--- src/rtl/lsfmt_pkg.sv ---
package lsfmt_pkg;
  typedef enum logic [2:0] {
    PM_PLAIN    = 3'd0,
    PM_PLUS     = 3'd1,
    PM_MINUS    = 3'd2,
    PM_PRE_INC  = 3'd3,
    PM_PRE_DEC  = 3'd4,
    PM_POST_INC = 3'd5,
    PM_POST_DEC = 3'd6,
    PM_RSVD     = 3'd7
  } ptrMode_e;

  typedef enum logic [1:0] {
    SZ_BYTE = 2'd0,
    SZ_HALF = 2'd1,
    SZ_WORD = 2'd2,
    SZ_DBL  = 2'd3
  } accSize_e;

  typedef struct packed {
    logic addrUsesMod;  // effective address takes the modified pointer
    logic subtract;     // modify by subtraction
    logic writeBack;    // modified pointer goes back to the register
  } ctrlStrobes_t;
endpackage

--- src/rtl/lsfmt_ctrl.sv ---
module lsfmt_ctrl
  import lsfmt_pkg::*;
(
  input  logic [2:0]   mode,
  output ctrlStrobes_t strobes
);
  ptrMode_e modeE;
  assign modeE = ptrMode_e'(mode);

  always_comb begin
    strobes = '0;
    unique case (modeE)
      PM_PLUS:     strobes = '{addrUsesMod: 1'b1, subtract: 1'b0, writeBack: 1'b0};
      PM_MINUS:    strobes = '{addrUsesMod: 1'b1, subtract: 1'b1, writeBack: 1'b0};
      PM_PRE_INC:  strobes = '{addrUsesMod: 1'b1, subtract: 1'b0, writeBack: 1'b1};
      PM_PRE_DEC:  strobes = '{addrUsesMod: 1'b1, subtract: 1'b1, writeBack: 1'b1};
      PM_POST_INC: strobes = '{addrUsesMod: 1'b0, subtract: 1'b0, writeBack: 1'b1};
      PM_POST_DEC: strobes = '{addrUsesMod: 1'b0, subtract: 1'b1, writeBack: 1'b1};
      default:     strobes = '0;  // plain and reserved
    endcase
  end

  // a write-back never happens without a mode that modifies the pointer
  always_comb begin
    if (strobes.writeBack)
      p_wb_mode_r6: assert (modeE inside {PM_PRE_INC, PM_PRE_DEC, PM_POST_INC, PM_POST_DEC});
  end
endmodule

--- src/rtl/lsfmt_datapath.sv ---
module lsfmt_datapath
  import lsfmt_pkg::*;
#(
  parameter int ADDR_W  = 32,
  parameter int CONST_W = 5,
  parameter int LANES   = 8
) (
  input  ctrlStrobes_t         strobes,
  input  logic [1:0]           size,
  input  logic [ADDR_W-1:0]    basePtr,
  input  logic                 dispIsReg,
  input  logic [CONST_W-1:0]   dispConst,
  input  logic [ADDR_W-1:0]    dispReg,
  output logic [ADDR_W-1:0]    addrNext,
  output logic [ADDR_W-1:0]    ptrNext,
  // load formatting, using the size/sign captured with the request
  input  logic [1:0]           ldSizeQ,
  input  logic                 ldSignedQ,
  input  logic [LANES*8-1:0]   memData,
  output logic [31:0]          ldLo,
  output logic [31:0]          ldHi
);
  localparam int PAD_W = ADDR_W - CONST_W;

  logic [ADDR_W-1:0] dispRaw, dispScaled, modPtr;
  logic [7:0]        lane [LANES];

  assign dispRaw    = dispIsReg ? dispReg : {{PAD_W{1'b0}}, dispConst};
  assign dispScaled = dispRaw << size;
  assign modPtr     = strobes.subtract ? (basePtr - dispScaled) : (basePtr + dispScaled);
  assign addrNext   = strobes.addrUsesMod ? modPtr : basePtr;
  assign ptrNext    = strobes.writeBack ? modPtr : basePtr;

  for (genvar g = 0; g < LANES; g++) begin : g_lane
    assign lane[g] = memData[g*8 +: 8];
  end

  always_comb begin
    ldHi = '0;
    unique case (accSize_e'(ldSizeQ))
      SZ_BYTE: ldLo = {{24{ldSignedQ & lane[0][7]}}, lane[0]};
      SZ_HALF: ldLo = {{16{ldSignedQ & lane[1][7]}}, lane[1], lane[0]};
      SZ_WORD: ldLo = {lane[3], lane[2], lane[1], lane[0]};
      default: begin
        ldLo = {lane[3], lane[2], lane[1], lane[0]};
        ldHi = {lane[7], lane[6], lane[5], lane[4]};
      end
    endcase
  end
endmodule

--- src/rtl/lsfmt_top.sv ---
module lsfmt_top
  import lsfmt_pkg::*;
#(
  parameter int ADDR_W  = 32,
  parameter int CONST_W = 5,
  parameter int LANES   = 8
) (
  input  logic               clk,
  input  logic               rstN,
  input  logic               reqValid,
  input  logic [2:0]         mode,
  input  logic [1:0]         size,
  input  logic [ADDR_W-1:0]  basePtr,
  input  logic               dispIsReg,
  input  logic [CONST_W-1:0] dispConst,
  input  logic [ADDR_W-1:0]  dispReg,
  input  logic               ldSigned,
  input  logic [LANES*8-1:0] memData,
  output logic               respValid,
  output logic [ADDR_W-1:0]  effAddr,
  output logic               wbValid,
  output logic [ADDR_W-1:0]  wbPtr,
  output logic [31:0]        ldLo,
  output logic [31:0]        ldHi
);
  ctrlStrobes_t      strobes;
  logic [ADDR_W-1:0] addrNext, ptrNext;
  logic [1:0]        sizeQ;
  logic              signedQ;

  lsfmt_ctrl u_ctrl (.mode(mode), .strobes(strobes));

  lsfmt_datapath #(.ADDR_W(ADDR_W), .CONST_W(CONST_W), .LANES(LANES)) u_dp (
    .strobes(strobes), .size(size), .basePtr(basePtr),
    .dispIsReg(dispIsReg), .dispConst(dispConst), .dispReg(dispReg),
    .addrNext(addrNext), .ptrNext(ptrNext),
    .ldSizeQ(sizeQ), .ldSignedQ(signedQ), .memData(memData),
    .ldLo(ldLo), .ldHi(ldHi)
  );

  always_ff @(posedge clk) begin
    if (!rstN) begin
      respValid <= 1'b0;
      wbValid   <= 1'b0;
      effAddr   <= '0;
      wbPtr     <= '0;
      sizeQ     <= '0;
      signedQ   <= 1'b0;
    end else begin
      respValid <= reqValid;
      wbValid   <= reqValid & strobes.writeBack;
      if (reqValid) begin
        effAddr <= addrNext;
        wbPtr   <= ptrNext;
        sizeQ   <= size;
        signedQ <= ldSigned;
      end
    end
  end

  p_resp_follows_req_r2: assert property (@(posedge clk) disable iff (!rstN)
    reqValid |=> respValid);
  p_idle_quiet_r2: assert property (@(posedge clk) disable iff (!rstN)
    !reqValid |=> (!respValid && !wbValid && $stable(effAddr) && $stable(wbPtr)));
  p_ptr_kept_r5: assert property (@(posedge clk) disable iff (!rstN)
    (respValid && !wbValid) |-> (wbPtr == $past(basePtr)));
  p_post_addr_r7: assert property (@(posedge clk) disable iff (!rstN)
    (reqValid && (mode == PM_POST_INC || mode == PM_POST_DEC)) |=> (effAddr == $past(basePtr)));
  p_ldhi_zero_r9: assert property (@(posedge clk) disable iff (!rstN)
    (respValid && sizeQ != SZ_DBL) |-> (ldHi == '0));
endmodule

--- config.mk ---
export PLATFORM = sky130hd
export DESIGN_NAME = lsfmt_top
export DESIGN_NICKNAME = d
export VERILOG_FILES = /design/src/rtl/lsfmt_pkg.sv /design/src/rtl/lsfmt_ctrl.sv /design/src/rtl/lsfmt_datapath.sv /design/src/rtl/lsfmt_top.sv
export SDC_FILE = /design/constraint.sdc
export NUM_CORES = 1
export LEC_CHECK = 0
export BUFFER_PORTS_ARGS = -buffer_cell sky130_fd_sc_hd__buf_2
export CAP_MARGIN = 30
export CORE_ASPECT_RATIO = 0.75
export CORE_MARGIN = 2
export CORE_UTILIZATION = 25
export DETAILED_ROUTE_END_ITERATION = 7
export PLACE_DENSITY = 0.58
export SYNTH_ARGS = -nofsm -noshare
export SYNTH_HDL_FRONTEND = slang
export SYNTH_SLANG_ARGS = --single-unit
export TNS_END_PERCENT = 30
--- constraint.sdc ---
create_clock -name clk -period 6.2 [get_ports clk]
set_input_delay 0.62 -clock clk [delete_from_list [all_inputs] [get_ports clk]]
set_output_delay 0.62 -clock clk [all_outputs]
set_load 0.01 [all_outputs]
* Yosys cells after proc, flatten, opt, wreduce, memory -nomap -nowiden *
Index checks and enable logic that the tools add are counted.

cells by class
  add/subtract/negate cells = 2
  equal/unequal tests = 8
  shift operators = 1
  mux-type cells = 7
  bitwise operators = 3
  reduce and logical (&&, ||, !) cells = 2

operators by type and width
  kind                                                             number
  32-bit two-way mux                                               5
  32-bit one-hot mux with 2 select lines                           1
  32-bit adder                                                     1
  32-bit by 2-bit << shifter with 32-bit output                    1
  32-bit subtractor                                                1
  3-bit one-hot mux with 6 select lines                            1
  3-bit == test, second input constant                             3
  3-bit by 2-bit == test with 1-bit output, second input constant  2
  1-bit AND                                                        3
  3-bit by 1-bit == test with 1-bit output, second input constant  1
  3-bit OR reduction                                               1
  2-bit by 1-bit == test with 1-bit output, second input constant  1
  2-bit == test, second input constant                             1
  2-bit zero test                                                  1

storage, ports and cells
  register bits after elaboration = 69
  bits of input ports = 143
  output and inout port bits = 130

* Logic depth before layout (Yosys ltp) *
  word-level depth = 5
  depth in mapped cells = 25
  depth with buffers taken out = 21

* By module *
Synthesis repeated with hierarchy kept, for this count alone.

unflattened totals
  cells, all modules = 989
  area, all modules = 7,853.8 µm²

modules (own cells, without submodules)
  module          times used  cells an instance  area each (µm²)  sequential area each (µm²)
  lsfmt_datapath  1           763                5,236.3          0.0
  lsfmt_top       1           220                2,585.0          1,381.3
  lsfmt_ctrl      1           6                  32.5             0.0

* Worst setup path after synthesis *
Ideal clock, no wire load.

  path type = input port to flip-flop
  start = input size[0]
  end = register effAddr[29]
  library setup time = 128 ps
  arrival time = 4,674 ps
  required time = 6,072 ps
  path slack = 1,399 ps
  stages on the path = 24
  buffers on the path = 6
  path through = buf_6 > buf_6 > buf_2 > buf_1 > mux2_2 > nand2b_1 > ha_1 > nand2_1 > a2111oi_4 > and2_1 > buf_2 > o21ai_0 > a22oi_1 > ha_1 > clkbuf_1 > nand4_1 > or2_2 > nor2_1 > nor3_1 > a21oi_1 > o21ai_0 > xnor2_1 > a31oi_1 > nor2_1

on the way
  word-level cells in the longest chain between the ends = 4
  elaborated cells on any way between the ends = 5

RTL lines
  item                                               RTL line              text
  from (decl)                                        lsfmt_top.sv:12       input logic [1:0] size,
  32-bit by 2-bit << shifter with 32-bit output (*)  lsfmt_datapath.sv:29  assign dispScaled = dispRaw << size;
  32-bit adder or 32-bit subtractor (tied branches)  lsfmt_datapath.sv:30  assign modPtr = strobes.subtract ? (basePtr - dispScaled) : (basePtr + dispScaled);
  32-bit two-way mux (*)                             lsfmt_datapath.sv:30
  32-bit two-way mux (*)                             lsfmt_datapath.sv:31  assign addrNext = strobes.addrUsesMod ? modPtr : basePtr;
  to (signal assigned)                               lsfmt_top.sv:53       effAddr <= addrNext;
  to (decl)                                          lsfmt_top.sv:20       output logic [ADDR_W-1:0] effAddr,

Every way passes the cells marked *; elsewhere a longest branch is shown, timed or not.
A chain may end at the register's enable or synchronous reset.

* Final worst setup path *
  start = input size[0]
  end = register wbPtr[24]

on the way
  word-level cells in the longest chain between the ends = 4
  elaborated cells on any way between the ends = 5

RTL lines
  item                                               RTL line              text
  32-bit by 2-bit << shifter with 32-bit output (*)  lsfmt_datapath.sv:29
  32-bit adder or 32-bit subtractor (tied branches)  lsfmt_datapath.sv:30
  32-bit two-way mux (*)                             lsfmt_datapath.sv:30
  32-bit two-way mux (*)                             lsfmt_datapath.sv:32  assign ptrNext = strobes.writeBack ? modPtr : basePtr;
  to (signal assigned)                               lsfmt_top.sv:54       wbPtr <= ptrNext;
  to (decl)                                          lsfmt_top.sv:22       output logic [ADDR_W-1:0] wbPtr,

Marks and branches as above.

==> impl_results.md <==
- Power per cell area: ~220 mW/mm^2
- Worst Path Buf+Inv: 1
- Part of the Yosys area used for sequential elements: between 10% and 20%
- Root Buffer Master: clkbuf_16
- Cell Area, Synth: about 0.0071 mm^2
- FF-to-FF Start: sizeQ[1]
- Fraction of synthesized area in multiplexers: slightly below 7%
- Hold WC Path Type: flop to flop
- Seq pwr share: 26.0%
- Max stage delay on crit path: 0.56 ns
- Switching share of power: about two fifths
- Worst slew pin tran: 0.954 ns
- Kind of critical path: input port to flop
- Initial core utilization: roughly 25%
- CTS tree: built
- Fraction of layout cells with a size suffix above 1: between 20 and 30%
- Vias: ~8100
- TNS Setup: 0 ns
- Layout net count: 1380
- Status: completed
- Clock Power Share: a little over a quarter
- Fin crit period: 5.10 ns
- FILL cells: between 3000 and 4000
- Setup Skew: 0 ns
- Final HPWL DP: 23.1 mm
- Main flop type after synthesis: dfxtp_1
- Fmax: between 150 and 200 MHz
- Compound-gate portion of the synthesized area: a little under a third
- Slew HR: 36.4%
- Maximum VDD drop: roughly 0.13 mV
- Setup Buffers After CTS: 0
- Area added between synthesis and finish: 26.1%
- Hold EP: effAddr[4]
- Final Total Pwr: 2010 uW
- Total core area: 0.0280 mm^2
- GR Overflow Total: 0
- Iteration count of the initial detailed-routing pass: 4
- First-pass GRT wire length: ~42 mm
- Most frequent cells in the layout: 257 x buf_2, 150 x nand2_1, 96 x nor2_1, 90 x a21oi_1, 74 x o21ai_0
- Hold Path Depth: 2
- CP cell instances: buf_2, mux2i_1, or2_1, nor3_1, nand2_1, or3_1, a21oi_1, nor2_1, ha_1, a21oi_1, nand3_1, a211oi_1, a211oi_2, a31oi_1, a41oi_1, xnor2_1, a31oi_1, nor2_1
- Via density: 5.07
- Number of synthesized register bits: between 60 and 70
- Psw: slightly above 800 uW
- Final Non-Filler Cells: between 1500 and 2000
- Cell Area, Placed: between 0.008 and 0.009 mm^2
- Die area: slightly below 0.03 mm^2
- Finished layout cell area: between 0.008 and 0.009 mm^2
- Startpoint Class: input port
- Post-Synth Simple-Gate Area: 24.0%
- XOR/XNOR Fraction of Synth Area: under 10%
- Largest net degree at the start of global routing: 56
- Final Max Slew Viols: 0
- Post-synthesis cell count: around 1000
- Vias in the first global route: 7164
- Buffers added on ports: between 200 and 300
- Max-cap violations: 0
- Ys Warns: 0
- RSZ-0062 raised after global routing: no
- IO Count: about 270
- Syn_nets: approximately 1200
- Number of remaining DRC errors: 0
- H-tree depth: 3
- Finish-stage setup viols: 0
- Main combinational cell family by area after synthesis: compound AO/OA/AOI/OAI gates
- Worst path top cell family by delay: compound AO/OA/AOI/OAI gates
- Crit end category: flop
- Worst endpoint required time: about 6.4 ns
- Clk_lat worst skew: ~0.34 ns
- Critical Path Fanout Max: 38
- Period utilization: between 80% and 90%
- Worst-path clk slew: 0.06 ns
- Antenna violations before repair: 3
- GRT Util Overall: between 10% and 20%
- Unique cell type count in the Yosys netlist: between 70 and 80
- Placed Cells: 1578
- Post-synth EDFFs: 0
- P_leak: roughly 0.0043 uW
- Clock tree sinks: 69
- Worst R2R End: sizeQ[1]
- Logic pwr share: between 40% and 50%
- Hold Startpoint: effAddr[4]
- R2R Setup Slk: about 4.8 ns
- Deepest clock path buffer count: 2
- Avg Cell Area, Syn: around 7 um^2
- Synth Area in Adders: 5.92%
- Hold Vio Cnt, Final: 0
- Drt first-iter violations: 625
- Drt wl/cell: 17.9 um
- Critical Path AT: roughly 5.3 ns
- Internal Power: 1190 uW
- CTS Hold Bufs: 0
- Row cnt: 53
- Post_cts resized: 0
- WL final: approximately 29 mm
- FF-to-FF path depth: 3
- Die Span X: 199 um
- Synth async-reset ratio: 0%
- GP Congestion: between 0.8 and 0.9
- Detail Route Antenna Nets: 0
- Slowest cell on the critical path: buf_2
- Most common cell after layout, fill and taps aside: buf_2
- CTS buffer count: 9
- Vert. Die Dim: approximately 150 um
-- area by class of cell --
cell class / count / area, um^2 / area share, %
diodes: 1 / 2.50 / 0.0280
inverters: 19 / 71.3 / 0.797
clock inverters: 5 / 58.8 / 0.657
well taps: 385 / 482 / 5.38
clock buffers: 11 / 253 / 2.82
multi-input cells: 835 / 5300 / 59.2
flip-flops and latches: 69 / 1380 / 15.4
repair buffers: 270 / 1400 / 15.7
-- sequential cells by signal (all words and copies together) (netlist names) --
name       cells
effAddr       32
wbPtr         32
sizeQ          2
respValid      1
signedQ        1
wbValid        1
-- kinds of logic after synthesis --
family | Yosys count
mux | 44
flops | 69
buf+inv | 102
fa+ha+maj | 33
compound gates | 339
simple gates | 371
xor+xnor | 48
-- power by group through the flow --
stage | Sequential, uW | Combinational, uW | Clock [uW]
3_5_place_dp | 532 | 935 | 0
5_1_grt | 526 | 1040 | 577
2_1_floorplan | 546 | 611 | 0
3_3_place_gp | 534 | 927 | 0
4_1_cts | 522 | 939 | 560
6_report | 522 | 938 | 546
-- metrics by stage --
stage	setup slack (ns)	hold slack, ns	util [%]
2_1_floorplan	1.40	0.475	-
3_3_place_gp	0.718	0.474	30.8
3_5_place_dp	0.728	0.478	30.9
4_1_cts	1.09	0.485	32.0
5_1_grt	0.681	0.509	32.0
6_report	1.10	0.483	32.0
-- how the worst max path moves through the flow --
stage	from	endpoint	slack, ns	cells after the start
2_1_floorplan	size[0]	effAddr[29]	1.40	24
3_3_place_gp	dispIsReg	wbPtr[24]	0.72	19
3_5_place_dp	dispIsReg	wbPtr[24]	0.73	19
4_1_cts	dispIsReg	wbPtr[24]	1.09	19
5_1_grt	size[0]	wbPtr[24]	0.68	18
6_report	size[0]	wbPtr[24]	1.10	18
-- worst reg2reg max path, cell delays in order (launching register included) --
cell	delay, ns
dfxtp_1	0.79
buf_4	0.38
mux2i_1	0.10
nor2_1	0.09
-- cell usage after synthesis (3+ instances only) --
cell type	n	area, um^2
a32oi_1	3	26.3
o21ai_1	9	45.0
a21boi_0	3	22.5
or2_2	9	56.3
a311oi_1	27	236
a2111oi_0	3	26.3
dfxtp_1	69	1380
nand2_1	150	563
o2bb2ai_1	4	35.0
o31ai_1	5	37.5
a21o_1	31	233
o22ai_1	7	43.8
mux2_2	7	78.8
and3_1	35	219
a21oi_1	90	450
ha_1	32	400
and2_1	8	50.1
a211oi_1	15	113
nor2b_1	8	50.1
o21ai_0	74	370
nand2b_1	17	106
nand4_1	7	43.8
nand3_1	15	75.1
buf_2	8	40.0
xnor2_1	25	219
inv_1	17	63.8
buf_4	9	67.6
o211ai_1	14	105
buf_1	4	15.0
o21a_1	9	67.6
mux2i_1	30	300
o21bai_1	5	37.5
a31oi_1	14	87.6
buf_6	5	56.3
nor2_1	96	360
nor3_1	13	65.1
clkbuf_1	57	214
mux2i_2	4	55.1
xor2_1	23	201
a22oi_1	3	22.5
-- metal layers --
metal | global-route usage, % | wire, um
met4 | 7.01 | 859
met1 | 24.9 | 13100
met3 | 2.97 | 1900
met5 | 0 | 12
met2 | 29.4 | 12700
(Power assumes the default switching activity.)
